File: config.mk
export PLATFORM = sky130hd
export DESIGN_NAME = casc_counter
export DESIGN_NICKNAME = d
export VERILOG_FILES = /design/src/rtl/casc_counter_pkg.sv /design/src/rtl/casc_counter_next.sv /design/src/rtl/casc_counter_stage.sv /design/src/rtl/casc_counter.sv
export SDC_FILE = /design/constraint.sdc
export NUM_CORES = 1
export LEC_CHECK = 0
export CAP_MARGIN = 20
export CORE_AREA = 2 2 39 41
export CTS_BUF_LIST = sky130_fd_sc_hd__clkbuf_4 sky130_fd_sc_hd__clkbuf_8
export CTS_CLUSTER_DIAMETER = 30
export CTS_CLUSTER_SIZE = 40
export DETAILED_ROUTE_END_ITERATION = 16
export DIE_AREA = 0 0 41 43
export DONT_BUFFER_PORTS = 1
export PLACE_DENSITY = 0.6
export SYNTH_ARGS = -nofsm -noshare
export SYNTH_HDL_FRONTEND = slang
export SYNTH_HIERARCHICAL = 1
export SYNTH_SLANG_ARGS = --single-unit
File: constraint.sdc
create_clock -name clk -period 1.9 [get_ports clk]
set_input_delay 0.095 -clock clk [delete_from_list [all_inputs] [get_ports clk]]
set_output_delay 0.095 -clock clk [all_outputs]
set_load 0.1 [all_outputs]
File: src/rtl/casc_counter_pkg.sv
package casc_counter_pkg;

  typedef enum logic [1:0] {
    OP_CLEAR = 2'd0,
    OP_LOAD  = 2'd1,
    OP_STEP  = 2'd2,
    OP_HOLD  = 2'd3
  } cnt_op_e;

  // Fixed priority: clear, then load, then step, otherwise hold.
  function automatic cnt_op_e pick_op(input logic rst_n, input logic load_n,
                                      input logic pe, input logic te);
    if (!rst_n)        return OP_CLEAR;
    else if (!load_n)  return OP_LOAD;
    else if (pe && te) return OP_STEP;
    else               return OP_HOLD;
  endfunction

endpackage

File: src/rtl/casc_counter_next.sv
module casc_counter_next #(
  parameter int W = 4
) (
  input  casc_counter_pkg::cnt_op_e op,
  input  logic [W-1:0]              cur,
  input  logic [W-1:0]              din,
  output logic [W-1:0]              nxt
);
  import casc_counter_pkg::*;

  always_comb begin
    unique case (op)
      OP_CLEAR: nxt = '0;
      OP_LOAD:  nxt = din;
      OP_STEP:  nxt = cur + W'(1);
      default:  nxt = cur;
    endcase
  end
endmodule

File: src/rtl/casc_counter_stage.sv
module casc_counter_stage #(
  parameter int W         = 4,
  parameter bit ASYNC_CLR = 1'b1
) (
  input  logic         clk,
  input  logic         rst_n,
  input  logic         load_n,
  input  logic         pe,
  input  logic         te,
  input  logic [W-1:0] din,
  output logic [W-1:0] q,
  output logic         tc
);
  import casc_counter_pkg::*;

  cnt_op_e      op;
  logic [W-1:0] q_nxt;

  assign op = pick_op(rst_n, load_n, pe, te);

  casc_counter_next #(.W(W)) u_next (
    .op  (op),
    .cur (q),
    .din (din),
    .nxt (q_nxt)
  );

  generate
    if (ASYNC_CLR) begin : g_aclr
      always_ff @(posedge clk or negedge rst_n) begin
        if (!rst_n) q <= '0;
        else        q <= q_nxt;
      end
    end else begin : g_sclr
      // The clear is folded into q_nxt through OP_CLEAR.
      always_ff @(posedge clk) begin
        q <= q_nxt;
      end
    end
  endgenerate

  // Look-ahead flag: gated by te only, not by pe.
  assign tc = te & (&q);
endmodule

File: src/rtl/casc_counter.sv
module casc_counter #(
  parameter int NIB_W     = 4,
  parameter int STAGES    = 2,
  parameter bit ASYNC_CLR = 1'b1,
  localparam int TOT_W    = NIB_W * STAGES
) (
  input  logic             clk,
  input  logic             rst_n,
  input  logic             load_n,
  input  logic             cnt_en,
  input  logic             trail_en,
  input  logic [TOT_W-1:0] preset_data,
  output logic [TOT_W-1:0] count,
  output logic             carry_out
);
  logic [STAGES:0] te_chain;

  assign te_chain[0] = trail_en;

  generate
    for (genvar s = 0; s < STAGES; s++) begin : g_stage
      casc_counter_stage #(.W(NIB_W), .ASYNC_CLR(ASYNC_CLR)) u_stage (
        .clk    (clk),
        .rst_n  (rst_n),
        .load_n (load_n),
        .pe     (cnt_en),
        .te     (te_chain[s]),
        .din    (preset_data[s*NIB_W +: NIB_W]),
        .q      (count[s*NIB_W +: NIB_W]),
        .tc     (te_chain[s+1])
      );
    end
  endgenerate

  assign carry_out = te_chain[STAGES];
endmodule

# ---- After elaboration in Yosys (flattened, before gate mapping)
# Index checks and enable logic that the tools add are counted.
dict set report totals {
  register_bits 8
  in_bits 13
  output_inout_bits 9
  elab_cells 26
}
dict set report op_classes {
  addsub 2
  n_eq_ne 4
  muxes 8
  bitwise_logic 2
  reduce_logical 8
}
# op n
set ops {}
lappend ops {{case mux 4 bit (3 select lines)} 2}
lappend ops {{adder 4 x 1 -> 4 bit (second input constant)} 2}
lappend ops {{2-to-1 mux 2 bit} 4}
lappend ops {{AND reduction 4 bit} 2}
lappend ops {{nonzero test 3 bit} 2}
lappend ops {{equality test 2 x 1 -> 1 bit (second input constant)} 2}
lappend ops {{equality test 2 bit (second input constant)} 2}
lappend ops {{logical NOT 2 bit} 2}
lappend ops {{bitwise AND 1 bit} 2}
lappend ops {{logical AND 1 bit} 2}
lappend ops {{2-to-1 mux 1 bit} 2}

# ---- Longest topological paths before layout
dict set report depth {
  word_depth 8
  mapped_depth 7
  depth_no_buf 6
}

# ---- Cells and area by module
# The synthesis kept the hierarchy.
# module instances cells_per_inst area_per_inst_um2
set by_module_without_submodules {}
lappend by_module_without_submodules {casc_counter_next 2 19 158.9}
lappend by_module_without_submodules {casc_counter_stage 2 10 130.1}

# ---- Worst setup path before layout
# OpenSTA, ideal clock, no wires.
dict set report synth_timing {
  path_type {register -> output}
  startpoint {register g_stage[0].u_stage.q[0]}
  endpoint {output port carry_out}
  arrival_ns 2.623
  required_ns 1.805
  slack_ns -0.818
  path_stages_with_launch 5
  cell_sequence {dfrtp_1 nand3_1 nor2_1 nand3_1 nor2_1}
}
dict set report synth_via {
  elab_chain_len 3
}
# element line_no
set synth_lines {}
lappend synth_lines {{from (decl)} casc_counter_stage.sv:11} ;# output logic [W-1:0] q,
lappend synth_lines {{from (signal assigned)} casc_counter_stage.sv:32} ;# else q <= q_nxt;
lappend synth_lines {{AND reduction 4 bit} casc_counter_stage.sv:43} ;# assign tc = te & (&q);
lappend synth_lines {{bitwise AND 1 bit} casc_counter_stage.sv:43}
lappend synth_lines {{net te_chain[1]} casc_counter.sv:16} ;# logic [STAGES:0] te_chain;
lappend synth_lines {{bitwise AND 1 bit} casc_counter_stage.sv:43}
lappend synth_lines {{to (decl)} casc_counter.sv:14} ;# output logic carry_out
# The timed path passes the listed nets, and every way through them passes these cells.

# ---- Final worst setup path
dict set report layout_timing {
  startpoint {register g_stage[0].u_stage.q[2]}
  endpoint {register g_stage[1].u_stage.q[1]}
}
dict set report layout_via {
  elab_chain_len 8
  elab_cells_between_ends 11
  cone_classes {eq/ne: 2; mux: 4; bitwise: 1; reduce/logical: 4}
}
# element line_no
set layout_lines {}
lappend layout_lines {{AND reduction 4 bit *} casc_counter_stage.sv:43}
lappend layout_lines {{bitwise AND 1 bit *} casc_counter_stage.sv:43}
lappend layout_lines {{net te_chain[1]} casc_counter.sv:16}
lappend layout_lines {{logical AND 1 bit *} casc_counter_pkg.sv:15} ;# else if (pe && te) return OP_STEP;
lappend layout_lines {{2-to-1 mux 1 bit *} casc_counter_pkg.sv:15}
lappend layout_lines {{2-to-1 mux 2 bit *} casc_counter_pkg.sv:14} ;# else if (!load_n) return OP_LOAD;
lappend layout_lines {{2-to-1 mux 2 bit *} casc_counter_pkg.sv:13} ;# if (!rst_n) return OP_CLEAR;
lappend layout_lines {{net g_stage[1].u_stage.op[0]} casc_counter_stage.sv:16} ;# cnt_op_e op;
lappend layout_lines {{equality test 2 bit, or another cell as far along} casc_counter_next.sv:12} ;# unique case (op)
lappend layout_lines {{case mux 4 bit (3 select lines) *} casc_counter_next.sv:12}
lappend layout_lines {{net g_stage[1].u_stage.q_nxt[1]} casc_counter_stage.sv:17} ;# logic [W-1:0] q_nxt;
lappend layout_lines {{to (signal assigned)} casc_counter_stage.sv:32}
lappend layout_lines {{to (decl)} casc_counter_stage.sv:11}
# The timed path passes the listed nets; every way through them passes the cells marked *.
# A chain may end at the register's enable or synchronous reset.

==> impl_metrics.tcl <==
set metrics [dict create \
    grt_pass1_wl_um 2100 \
    grt_antenna_before_repair 0 \
    ys_warn_count 6 \
    grt_max_degree 9 \
    async_reset_ff_frac 1.00 \
    top_regs "g_stage.u_stage/q: 8 flops" \
    insertion_delay_ps 250 \
    synth.most_common_cell "dfrtp_1" \
    cts_tree "yes" \
    boundaryPins 22 \
    wl_per_cell_um 14.1 \
    fin_crit_sh 0.831 \
    synth_flop_cell "dfrtp_1" \
    outcome "completed" \
    cts_buffers 3 \
    grt_remaining_overflow 0 \
    power_frac_seq 0.331 \
    synth_common_cells "dfrtp_1, a22o_1, nand2_1, nand3_1" \
    r2r_cells 5 \
    post-route-min-period_ps 1580 \
    top_register "g_stage.u_stage/q" \
    synthDominantCellAreaShare 0.346 \
    finalMaxSlewViolations 0 \
    finalNetCount 90 \
    holdPathStages 2 \
    slew_headroom 0.665 \
    drv_cap 0 \
    synthCells 58 \
    swShare 0.409 \
    wirelength_met1_um 544 \
    critPathArrivalTime_ps 1720 \
    h-tree-depth 1 \
    wl_met2_um 611 \
    worstPathRequired_ps 2040 \
    report.final.setup_viol 0 \
    maxClockFrequency_mhz 633 \
    p_int_uw 360 \
    topRoutingLayerUsed "met4" \
    dpl_cell_area_um2 663 \
    place_inst 81 \
    power.density_mw_per_mm2 820 \
    hpwl_um 998 \
    core_mm2 0.00138 \
    postCtsSetupBuffers 0 \
    drtIter0Drc 12 \
    start_util 0.418 \
    setup_tns_ps 0 \
    dieWidth_um 41 \
    diodes 0 \
    p_leak_nw 0.325 \
    fp.dieH_um 43 \
    synth-edff-count 0 \
    syn_area_per_cell_um2 9.97 \
    synth_seq_area_share 0.346 \
    p_switching_uw 249 \
    grt_pass1_vias 483 \
    drc_errors 0 \
    max_slew.worst_pin.slew_ps 501 \
    rows 14 \
    wl_met3_um 90 \
    ir_drop_v 0.000464 \
    drt_first_pass_iters 5 \
    die-area_mm2 0.00176 \
    hp-class "input port to flip-flop" \
    crit_path_end_kind "flip-flop" \
    largest_reg_flops 8 \
    synth.distinct_cells 18 \
    clk_pin_slew_ps 60 \
    viasPerCell 5.28 \
    wirelength_um 1270 \
    grt.total_usage 0.185 \
    yosysTopAreaCell "dfrtp_1" \
    syn_area_um2 578 \
    hold_viol 0 \
    drive_gt1_frac 0.378 \
    synthTopCellsByArea "dfrtp_1, a22o_1, buf_6" \
    post_layout_nonfiller_instances 90 \
    final_cell_area_um2 743 \
    path_class "flip-flop to flip-flop" \
    synth_seq_cells 8 \
    cts_root_buffer "clkbuf_4" \
    synth_nets 73 \
    clockBufferDepth 2 \
    p_comb_frac 0.418 \
    place.gp.congestion 0.777 \
    finClkSkew_ps 0.599 \
    dr_total_vias 475 \
    io_buffers 0 \
    area_growth_pct 28.6 \
    rsz0062_at_grt "false" \
    critPathMaxFanout 5 \
    detail-route-antenna-nets 0 \
    clock_power_share 0.251 \
    cp-start-kind "flip-flop" \
    cts_sinks 8 \
]
==> final timing paths <==
kind	end	slack, ps	startpoint
setup / recovery	g_stage[1].u_stage/q[1]$_DFF_PN0_	320	g_stage[0].u_stage/q[2]$_DFF_PN0_
hold / removal	g_stage[1].u_stage/q[2]$_DFF_PN0_	90	preset_data[6]
setup reg to reg	g_stage[1].u_stage/q[1]$_DFF_PN0_	320	g_stage[0].u_stage/q[2]$_DFF_PN0_
hold reg to reg	g_stage[1].u_stage/q[3]$_DFF_PN0_	650	g_stage[1].u_stage/q[3]$_DFF_PN0_
max in group asynchronous	g_stage[0].u_stage/q[2]$_DFF_PN0_	1410	rst_n
min in group asynchronous	g_stage[1].u_stage/q[3]$_DFF_PN0_	200	rst_n
==> placed cells by master (no fill, tap or decap), drive strengths merged <==
master / instances
buf: 11
dlygate4sd3: 5
nand3: 6
xnor2: 2
clkbuf: 4
dfrtp: 8
o211ai: 2
nor2: 4
nand2: 6
and2: 2
nand2b: 2
mux2i: 2
inv: 2
ha: 2
nor2b: 2
mux2: 6
a31oi: 2
a22o: 6
==> area by class of cell <==
| class | instances | area [µm²] |
|---|---|---|
| fill | 129 | 641 |
| multi-input combinational | 44 | 333 |
| sequential | 8 | 208 |
| timing repair buffer | 16 | 145 |
| clock buffer | 4 | 30.0 |
| tap | 16 | 20.0 |
| inverter | 2 | 7.51 |
==> power groups by stage <==
stage / Clock [mW] / Sequential (mW) / Combinational, mW
5_1_grt: 0.173 / 0.204 / 0.269
3_3_place_gp: 0 / 0.203 / 0.240
3_5_place_dp: 0 / 0.205 / 0.244
2_1_floorplan: 0 / 0.332 / 0.0780
4_1_cts: 0.158 / 0.202 / 0.256
6_report: 0.153 / 0.202 / 0.255
==> stage by stage <==
stage,util,hold WS (ps),worst slack [ps],power [mW]
final,0.537,93.3,321,0.609
after global routing,0.537,94.8,220,0.646
after CTS,0.537,91.1,319,0.616
after detailed placement,0.479,-200,336,0.449
after global placement,0.479,-200,359,0.443
after floorplan,-,-201,90.2,0.410
==> critical path: stages, from the launching register on <==
cell	delay, ps
dfrtp_2	400
nand2_1	70
nor2_1	50
a31oi_1	380
mux2_4	340
a22o_1	220
==> cell families after synthesis <==
family / count (synthesis) / share of synthesized area
mux: 8 / 0.165
xor+xnor: 2 / 0.0303
compound gates: 10 / 0.139
flops: 8 / 0.346
simple gates: 22 / 0.186
buf+inv: 6 / 0.0909
fa+ha+maj: 2 / 0.0433
==> repair_timing <==
| action | CTS | global route |
|---|---|---|
| hold buffers | 5 | 0 |
| hold endpoints to repair | 12 | 0 |
| resized for setup | 0 | 0 |
==> per-layer routing <==
metal,track usage,vias to the layer above
li1,-,238
met1,0.216,214
met2,0.278,19
met3,0.0681,4
met4,0.100,0
met5,0,-
No activity file was read; power rests on OpenSTA's default activity.
